===== src/rtl/gpio_mux_pkg.sv =====
package gpio_mux_pkg;
  localparam int REG_OWN  = 0;
  localparam int REG_DIR  = 1;
  localparam int REG_ODE  = 2;
  localparam int REG_FSEL = 3;
  localparam int REG_DATA = 4;
endpackage


===== src/rtl/gpio_in_sync.sv =====
module gpio_in_sync #(
  parameter int NUM_PINS = 8
) (
  input  logic                clk,
  input  logic                rst,
  input  logic [NUM_PINS-1:0] pad_in,
  output logic [NUM_PINS-1:0] sync_q
);
  logic [NUM_PINS-1:0] stage1;
  logic [1:0]          age;

  always_ff @(posedge clk) begin
    if (rst) begin
      stage1 <= '0;
      sync_q <= '0;
      age    <= '0;
    end else begin
      stage1 <= pad_in;
      sync_q <= stage1;
      if (age != 2'd2) age <= age + 2'd1;
    end
  end

  AST_SYNC_TWO_CLK: assert property (@(posedge clk) disable iff (rst)
    (age == 2'd2) |-> (sync_q == $past(pad_in, 2)));
endmodule


===== src/rtl/gpio_mux_regs.sv =====
module gpio_mux_regs
  import gpio_mux_pkg::*;
#(
  parameter int NUM_PINS = 8,
  parameter int DATA_W   = 32,
  parameter int ADDR_W   = 3
) (
  input  logic                clk,
  input  logic                rst,
  input  logic                we,
  input  logic                re,
  input  logic [ADDR_W-1:0]   addr,
  input  logic [DATA_W-1:0]   wdata,
  input  logic [DATA_W/8-1:0] be,
  input  logic [NUM_PINS-1:0] pin_sync,
  output logic [DATA_W-1:0]   rdata,
  output logic [NUM_PINS-1:0] own_q,
  output logic [NUM_PINS-1:0] dir_q,
  output logic [NUM_PINS-1:0] ode_q,
  output logic [NUM_PINS-1:0] fsel_q,
  output logic [NUM_PINS-1:0] dout_q
);
  logic [NUM_PINS-1:0] lane_m;
  logic [NUM_PINS-1:0] wbits;
  logic [NUM_PINS-1:0] data_view;
  logic [DATA_W-1:0]   rd_next;
  logic                rsvd;

  for (genvar i = 0; i < NUM_PINS; i++) begin : g_lane
    assign lane_m[i] = be[i/8];
  end

  assign wbits = wdata[NUM_PINS-1:0];

  always_ff @(posedge clk) begin
    if (rst) begin
      own_q  <= '0;
      dir_q  <= '0;
      ode_q  <= '0;
      fsel_q <= '0;
      dout_q <= '0;
    end else if (we) begin
      case (addr)
        ADDR_W'(REG_OWN):  own_q  <= (own_q  & ~lane_m) | (wbits & lane_m);
        ADDR_W'(REG_DIR):  dir_q  <= (dir_q  & ~lane_m) | (wbits & lane_m);
        ADDR_W'(REG_ODE):  ode_q  <= (ode_q  & ~lane_m) | (wbits & lane_m);
        ADDR_W'(REG_FSEL): fsel_q <= (fsel_q & ~lane_m) | (wbits & lane_m);
        ADDR_W'(REG_DATA): dout_q <= (dout_q & ~lane_m) | (wbits & lane_m);
        default: ;
      endcase
    end
  end

  // Stored value for software outputs, live pin otherwise
  assign data_view = ((~own_q & dir_q) & dout_q) | (~(~own_q & dir_q) & pin_sync);
  assign rsvd      = (addr > ADDR_W'(REG_DATA));

  always_comb begin
    rd_next = '0;
    case (addr)
      ADDR_W'(REG_OWN):  rd_next = DATA_W'(own_q);
      ADDR_W'(REG_DIR):  rd_next = DATA_W'(dir_q);
      ADDR_W'(REG_ODE):  rd_next = DATA_W'(ode_q);
      ADDR_W'(REG_FSEL): rd_next = DATA_W'(fsel_q);
      ADDR_W'(REG_DATA): rd_next = DATA_W'(data_view);
      default:           rd_next = '0;
    endcase
  end

  always_ff @(posedge clk) begin
    if (rst)     rdata <= '0;
    else if (re) rdata <= rd_next;
  end

  AST_RSVD_READ_ZERO: assert property (@(posedge clk) disable iff (rst)
    $past(re && rsvd) |-> (rdata == '0));
  AST_RESET_CLEAR: assert property (@(posedge clk) disable iff (rst)
    $past(rst) |-> (own_q == '0 && dir_q == '0 && ode_q == '0));
endmodule


===== src/rtl/gpio_pin_mux.sv =====
module gpio_pin_mux #(
  parameter int                     NUM_PINS  = 8,
  parameter logic [NUM_PINS-1:0]    ALT0_DFLT = '0,
  parameter logic [NUM_PINS-1:0]    ALT1_DFLT = '0
) (
  input  logic                clk,
  input  logic                rst,
  input  logic [NUM_PINS-1:0] own,
  input  logic [NUM_PINS-1:0] dir,
  input  logic [NUM_PINS-1:0] ode,
  input  logic [NUM_PINS-1:0] fsel,
  input  logic [NUM_PINS-1:0] dout,
  input  logic [NUM_PINS-1:0] pin_sync,
  input  logic [NUM_PINS-1:0] alt0_out,
  input  logic [NUM_PINS-1:0] alt0_oe,
  input  logic [NUM_PINS-1:0] alt1_out,
  input  logic [NUM_PINS-1:0] alt1_oe,
  output logic [NUM_PINS-1:0] pad_out,
  output logic [NUM_PINS-1:0] pad_oe,
  output logic [NUM_PINS-1:0] alt0_in,
  output logic [NUM_PINS-1:0] alt1_in
);
  for (genvar i = 0; i < NUM_PINS; i++) begin : g_pin
    logic nx_out, nx_oe, take0, take1;

    assign take0 = own[i] & ~fsel[i];
    assign take1 = own[i] &  fsel[i];

    always_comb begin
      nx_out = 1'b0;
      nx_oe  = 1'b0;
      if (take0) begin
        nx_out = alt0_out[i];
        nx_oe  = alt0_oe[i];
      end else if (take1) begin
        nx_out = alt1_out[i];
        nx_oe  = alt1_oe[i];
      end else if (dir[i]) begin
        if (ode[i]) begin
          nx_out = 1'b0;
          nx_oe  = ~dout[i];
        end else begin
          nx_out = dout[i];
          nx_oe  = 1'b1;
        end
      end
    end

    always_ff @(posedge clk) begin
      if (rst) begin
        pad_out[i] <= 1'b0;
        pad_oe[i]  <= 1'b0;
        alt0_in[i] <= ALT0_DFLT[i];
        alt1_in[i] <= ALT1_DFLT[i];
      end else begin
        pad_out[i] <= nx_out;
        pad_oe[i]  <= nx_oe;
        alt0_in[i] <= take0 ? pin_sync[i] : ALT0_DFLT[i];
        alt1_in[i] <= take1 ? pin_sync[i] : ALT1_DFLT[i];
      end
    end
  end

  AST_INPUT_NO_DRIVE: assert property (@(posedge clk) disable iff (rst)
    ((pad_oe | pad_out) & $past(~own & ~dir)) == '0);
  AST_OD_NEVER_HIGH: assert property (@(posedge clk) disable iff (rst)
    (pad_out & $past(~own & dir & ode)) == '0);
  AST_ALT0_DEFAULT: assert property (@(posedge clk) disable iff (rst)
    ((alt0_in ^ ALT0_DFLT) & $past(~(own & ~fsel))) == '0);
  AST_ALT1_DEFAULT: assert property (@(posedge clk) disable iff (rst)
    ((alt1_in ^ ALT1_DFLT) & $past(~(own & fsel))) == '0);
endmodule


===== src/rtl/gpio_mux_port.sv =====
module gpio_mux_port #(
  parameter int                  NUM_PINS  = 8,
  parameter int                  DATA_W    = 32,
  parameter int                  ADDR_W    = 3,
  parameter logic [NUM_PINS-1:0] ALT0_DFLT = '0,
  parameter logic [NUM_PINS-1:0] ALT1_DFLT = '1
) (
  input  logic                clk,
  input  logic                rst,
  input  logic                reg_we,
  input  logic                reg_re,
  input  logic [ADDR_W-1:0]   reg_addr,
  input  logic [DATA_W-1:0]   reg_wdata,
  input  logic [DATA_W/8-1:0] reg_be,
  output logic [DATA_W-1:0]   reg_rdata,
  input  logic [NUM_PINS-1:0] pad_in,
  output logic [NUM_PINS-1:0] pad_out,
  output logic [NUM_PINS-1:0] pad_oe,
  input  logic [NUM_PINS-1:0] alt0_out,
  input  logic [NUM_PINS-1:0] alt0_oe,
  output logic [NUM_PINS-1:0] alt0_in,
  input  logic [NUM_PINS-1:0] alt1_out,
  input  logic [NUM_PINS-1:0] alt1_oe,
  output logic [NUM_PINS-1:0] alt1_in
);
  logic [NUM_PINS-1:0] pin_sync;
  logic [NUM_PINS-1:0] own_q, dir_q, ode_q, fsel_q, dout_q;

  gpio_in_sync #(.NUM_PINS(NUM_PINS)) u_sync (
    .clk(clk), .rst(rst), .pad_in(pad_in), .sync_q(pin_sync)
  );

  gpio_mux_regs #(.NUM_PINS(NUM_PINS), .DATA_W(DATA_W), .ADDR_W(ADDR_W)) u_regs (
    .clk(clk), .rst(rst), .we(reg_we), .re(reg_re), .addr(reg_addr),
    .wdata(reg_wdata), .be(reg_be), .pin_sync(pin_sync), .rdata(reg_rdata),
    .own_q(own_q), .dir_q(dir_q), .ode_q(ode_q), .fsel_q(fsel_q), .dout_q(dout_q)
  );

  gpio_pin_mux #(.NUM_PINS(NUM_PINS), .ALT0_DFLT(ALT0_DFLT), .ALT1_DFLT(ALT1_DFLT)) u_mux (
    .clk(clk), .rst(rst), .own(own_q), .dir(dir_q), .ode(ode_q), .fsel(fsel_q),
    .dout(dout_q), .pin_sync(pin_sync),
    .alt0_out(alt0_out), .alt0_oe(alt0_oe), .alt1_out(alt1_out), .alt1_oe(alt1_oe),
    .pad_out(pad_out), .pad_oe(pad_oe), .alt0_in(alt0_in), .alt1_in(alt1_in)
  );
endmodule


===== config.mk =====
export PLATFORM = sky130hd
export DESIGN_NAME = gpio_mux_port
export DESIGN_NICKNAME = d
export VERILOG_FILES = /design/src/rtl/gpio_mux_pkg.sv /design/src/rtl/gpio_in_sync.sv /design/src/rtl/gpio_mux_regs.sv /design/src/rtl/gpio_pin_mux.sv /design/src/rtl/gpio_mux_port.sv
export SDC_FILE = /design/constraint.sdc
export NUM_CORES = 1
export LEC_CHECK = 0
export BUFFER_PORTS_ARGS = -buffer_cell sky130_fd_sc_hd__buf_2
export CAP_MARGIN = 20
export CORE_MARGIN = 4
export CORE_UTILIZATION = 45
export DETAILED_ROUTE_END_ITERATION = 12
export GPL_TIMING_DRIVEN = 0
export PLACE_DENSITY = 0.82
export SLEW_MARGIN = 30
export SYNTH_ARGS = -nofsm -noshare
export SYNTH_HDL_FRONTEND = slang
export SYNTH_SLANG_ARGS = --single-unit
export TNS_END_PERCENT = 30

===== constraint.sdc =====
create_clock -name clk -period 1.75 [get_ports clk]
set_clock_uncertainty 0.2 [all_clocks]
set_input_delay 0.2625 -clock clk [delete_from_list [all_inputs] [get_ports clk]]
set_output_delay 0.2625 -clock clk [all_outputs]
set_load 0.01 [all_outputs]

# Yosys cells after proc, flatten, opt, wreduce, memory -nomap -nowiden
# Index checks and enable logic that the tools add are counted.
totals:
  regBits: 120
  latch_bits: 0
  ramBits: 0
  rom_bits: 0
  in_bits: 83
  elab_cells: 197
  n_memories: 0
classes:
  n_addsub: 0
  n_mul: 0
  div: 0
  order_cmp: 0
  n_eq_ne: 4
  shift: 0
  muxes: 65
  bitwise_logic: 66
  n_reduce_logical: 22
ops:
  columns: ["cell", "n"]
  rows:
  - ["AND 8 bit", 9]
  - ["two-way mux 1 bit", 64]
  - ["OR 8 bit", 6]
  - ["case mux 8 bit (5 select lines)", 1]
  - ["NOT 1 bit", 32]
  - ["OR reduction 2 bit", 16]
  - ["NOT 8 bit", 3]
  - ["AND 1 bit", 16]
  - ["AND reduction 2 bit", 5]
  - ["== test 3 x 2 -> 1 bit, second input constant", 2]
  - ["== test 3 x 1 -> 1 bit, second input constant", 1]
  - ["== test 3 bit, second input constant", 1]
  - ["zero test 3 bit", 1]

# Logic depth before layout (Yosys ltp)
logic_depth:
  word_depth: 6
  mapped_depth: 6

# By module
# Synthesis repeated with hierarchy kept, for this count alone.
unflattened:
  hier_cells: 411
  hier_area_um2: 4093.9
modules_own_cells:
  columns: ["mod", "n_inst", "cells_each", "area_each_um2", "seq_area_each_um2"]
  rows:
  - ["gpio_mux_regs", 1, 254, 2387.3, 960.9]
  - ["gpio_pin_mux", 1, 124, 1242.4, 640.6]
  - ["gpio_in_sync", 1, 33, 464.2, 320.3]

# Worst setup path before layout
# Ideal clock, no wire load.
synth_path:
  kind: "in2reg"
  from: "in reg_addr[1]"
  to: "reg with a tool-made name"
  setup_ns: 0.128
  arrival_ns: 1.194
  required_time_ns: 1.422
  path_slack_ns: 0.228
  path_stages: 6
  n_path_buf: 2
  path_cell_list: "nand3b_1 buf_6 nor3b_2 buf_6 mux2i_1 nor2_1"
synth_lines:
  columns: ["item", "line_no", "rtl"]
  rows:
  - ["from (decl)", "gpio_mux_port.sv:12", "input logic [ADDR_W-1:0] reg_addr,"]

==> metrics.md <==
| Metric | Value |
|---|---|
| Reg clk slew, reported paths | 0.09 ns |
| Slew at the pin closest to its max-slew limit | 0.7536 ns |
| Worst Path Max Fanout | 10 |
| Num CTS Buffers | 9 |
| Routed WL per cell | 16.26 um |
| Iteration-0 DRC count of the detailed router | 247 |
| CP bufs+invs | 3 |
| Fin crit share | 0.9830 |
| CTS max path bufs | 2 |
| Crit-path cells | clkbuf_1 -> clkbuf_1 -> buf_1 -> a21oi_1 |
| Pwr Density | 822.3 mW/mm^2 |
| Non-Filler Instances | 665 |
| Peak supply drop | 0.3729 mV |
| Final setup fails | 0 |
| CP peak stage delay | 0.51 ns |
| Max Clock Freq | 0.5813 GHz |
| Crit end category | flip-flop |
| FF-to-FF End | u_regs.rdata[7] |
| Nets | 635 |
| Max-cap check violation count | 0 |
| Ys Warns | 0 |
| Unique masters post-synth | 32 |
| Cell taking the most area after synthesis | dfxtp_1 |
| Slew headroom | 0.4958 |
| Worst Hold Depth | 3 |
| IO buf count | roughly 90 |
| Top cell by count, worst path | clkbuf_1 |
| DIE AREA | 0.01075 mm^2 |
| Slowest stage cell on the critical path | buf_1 |
| P&R area growth vs syn | 25.96% |
| Largest net degree at the start of global routing | 16 |
| First-pass GRT wire length | 17.45 mm |
| Top cells by area, synth | dfxtp_1 47%, mux2i_1 10%, mux2_2 6.0% |
| Dpl cells | 634 |
| Worst skew pair latency | approximately 0.36 ns |
| Hold_ws | roughly 0.031 ns |
| DR DRC count | 0 |
| Rows | 34 |
| Arrival time at the worst endpoint | around 1.7 ns |
| Grt total ovfl | 0 |
| Routability cong. | 0.8245 |
| Final Util | 0.5895 |
| Setup Buffers After CTS | 0 |
| Leakage power | 0.002152 uW |
| Final WL | 10.82 mm |
| CTS sink cnt | 96 |
| Die width | 103.7 um |
| Max Used Layer | met5 |
| Met1 WL | 4.364 mm |
| CTS tree | built |
| Vert. Die Dim | 103.7 um |
| Mapped Area | 0.004121 mm^2 |
| Cell family with most CP delay | buffers and inverters |
| Initial Util | 0.4680 |
| CORE AREA | 0.008806 mm^2 |
| Io pins | 147 |
| Total negative slack | 0 ns |
| Router iterations before antenna repair | 5 |
| Diode count | 0 |
| Syn Area/Cell | roughly 10 um^2 |
| Reg2reg setup slack | 0.22 ns |
| Minimum clock period | 1.720 ns |
| Synth Instances | a little over 400 |
| Hold Startpoint | reg_wdata[2] |
| Vias in the first global route | 3517 |
| Metal2 WL | 5.246 mm |
| Outcome | completed |
| Reg2Reg Depth | 4 |
| HP Class | input pin to flip-flop |
| Antenna violations before repair | 3 |
| Max Slew Vio Count | 0 |
| Routed Antenna Nets | 0 |
| WS Path Type | input pin to flip-flop |
| CP required | ~1.8 ns |
| Detailed Place HPWL | 7.449 mm |
| Sequential-to-total area share from yosys stat | 0.4663 |
| GRT Util Overall | 0.2006 |
| Vias per cell | 5.233 |
| Layout cells sized above 1 | 0.3124 |
| Final hold violation count | 0 |
| CTS H-tree lvls | 3 |
| Root Driver | clkbuf_8 |
| Filler cell count in the final layout | around 750 |
| Met3 Wirelength | 937 um |
| CP Launch Type | input pin |
| Routed vias | 3480 |
| Overall power | 4269 uW |
| Unrepaired setup endpoints after global routing | false |
| FF+latch count, synth | 96 |
| Top cell type's share of synthesized area | 0.4663 |
## Yosys cell counts, drive strengths merged
| cell type | n |
|---|---|
| dfxtp | 96 |
| and3b | 1 |
| o221ai | 8 |
| nor3 | 2 |
| mux2i | 41 |
| o21ai | 17 |
| conb | 1 |
| clkbuf | 8 |
| nand4bb | 8 |
| nand2b | 10 |
| nor2b | 16 |
| nand3 | 1 |
| nor2 | 36 |
| nor4bb | 8 |
| nand2 | 39 |
| nor3b | 9 |
| nand3b | 9 |
| a22o | 8 |
| mux2 | 23 |
| a21oi | 32 |
| or3b | 1 |
| or3 | 1 |
| buf | 36 |
## layout by cell type (no fill, tap or decap), drive strengths merged, types with 10 or more instances in the layout
cell,count
a21oi,32
nor2b,16
mux2i,41
nand2,39
clkbuf,21
dlygate4sd3,15
conb,24
o21ai,17
buf,127
nand2b,10
dfxtp,96
nor2,36
mux2,23
## worst max path at each step
| stage | from | endpoint | slack (ns) | depth (start not counted) |
|---|---|---|---|---|
| 6_report | rst | flip-flop | 0.03 | 4 |
| 5_1_grt | rst | flip-flop | 0.05 | 4 |
| 4_1_cts | rst | u_mux.pad_out[3] | 0.02 | 4 |
| 3_5_place_dp | rst | u_mux.pad_out[1] | -0.46 | 4 |
| 3_3_place_gp | rst | u_mux.pad_out[4] | -0.40 | 4 |
| 2_1_floorplan | reg_addr[1] | flip-flop | 0.23 | 6 |
## per-stage QoR
step | setup WS (ns) | instance area, um^2
global placement | -0.3955 | 4803
global route | 0.05093 | 5191
floorplan | 0.2282 | 4208
detailed placement | -0.4564 | 4803
finish | 0.02974 | 5191
CTS | 0.02003 | 5187
## metal layers
metal | vias to the layer above | track usage
met1 | 1603 | 0.2406
met2 | 166 | 0.3449
met4 | 6 | 0.06268
li1 | 1671 | -
met3 | 34 | 0.06095
met5 | - | 0
## tightest hold or removal path: cells and delay by family
kind            cells  cell delay [ns]
buf+inv             1             0.14
simple gates        1             0.08
compound gates      1             0.07
## timing repair
action	CTS	global route
endpoints found under the setup margin	20	22
resized for setup	2	5
endpoints found under the hold margin	26	0
hold buffers	15	0
## power breakdown
| group | internal, uW | switching, uW | total [uW] |
|---|---|---|---|
| registers | 2220 | 23.4 | 2240 |
| clock network | 886 | 750 | 1640 |
| logic | 190 | 204 | 394 |
## cell families (layout without fill, tap and decap cells)
kind of cell	count (synthesis)	after routing	synth area share
other	1	24	0.0009099
AND/OR/NAND/NOR	141	141	0.2022
flip-flops	96	96	0.4663
multiplexers	64	64	0.1624
buffers and inverters	44	167	0.07164
AO/OA/AOI/OAI	65	65	0.09654
## final cells by class
cell class | count | area, um^2 | share of cell area
multi-input cells | 294 | 1991 | 0.3835
well taps | 108 | 135.1 | 0.02603
clock inverters | 4 | 76.32 | 0.01470
flip-flops and latches | 96 | 1922 | 0.3702
clock buffers | 12 | 155.1 | 0.02989
plain buffers | 44 | 301.5 | 0.05809
repair buffers | 107 | 610.6 | 0.1176
No activity file was read; power rests on OpenSTA's default activity.
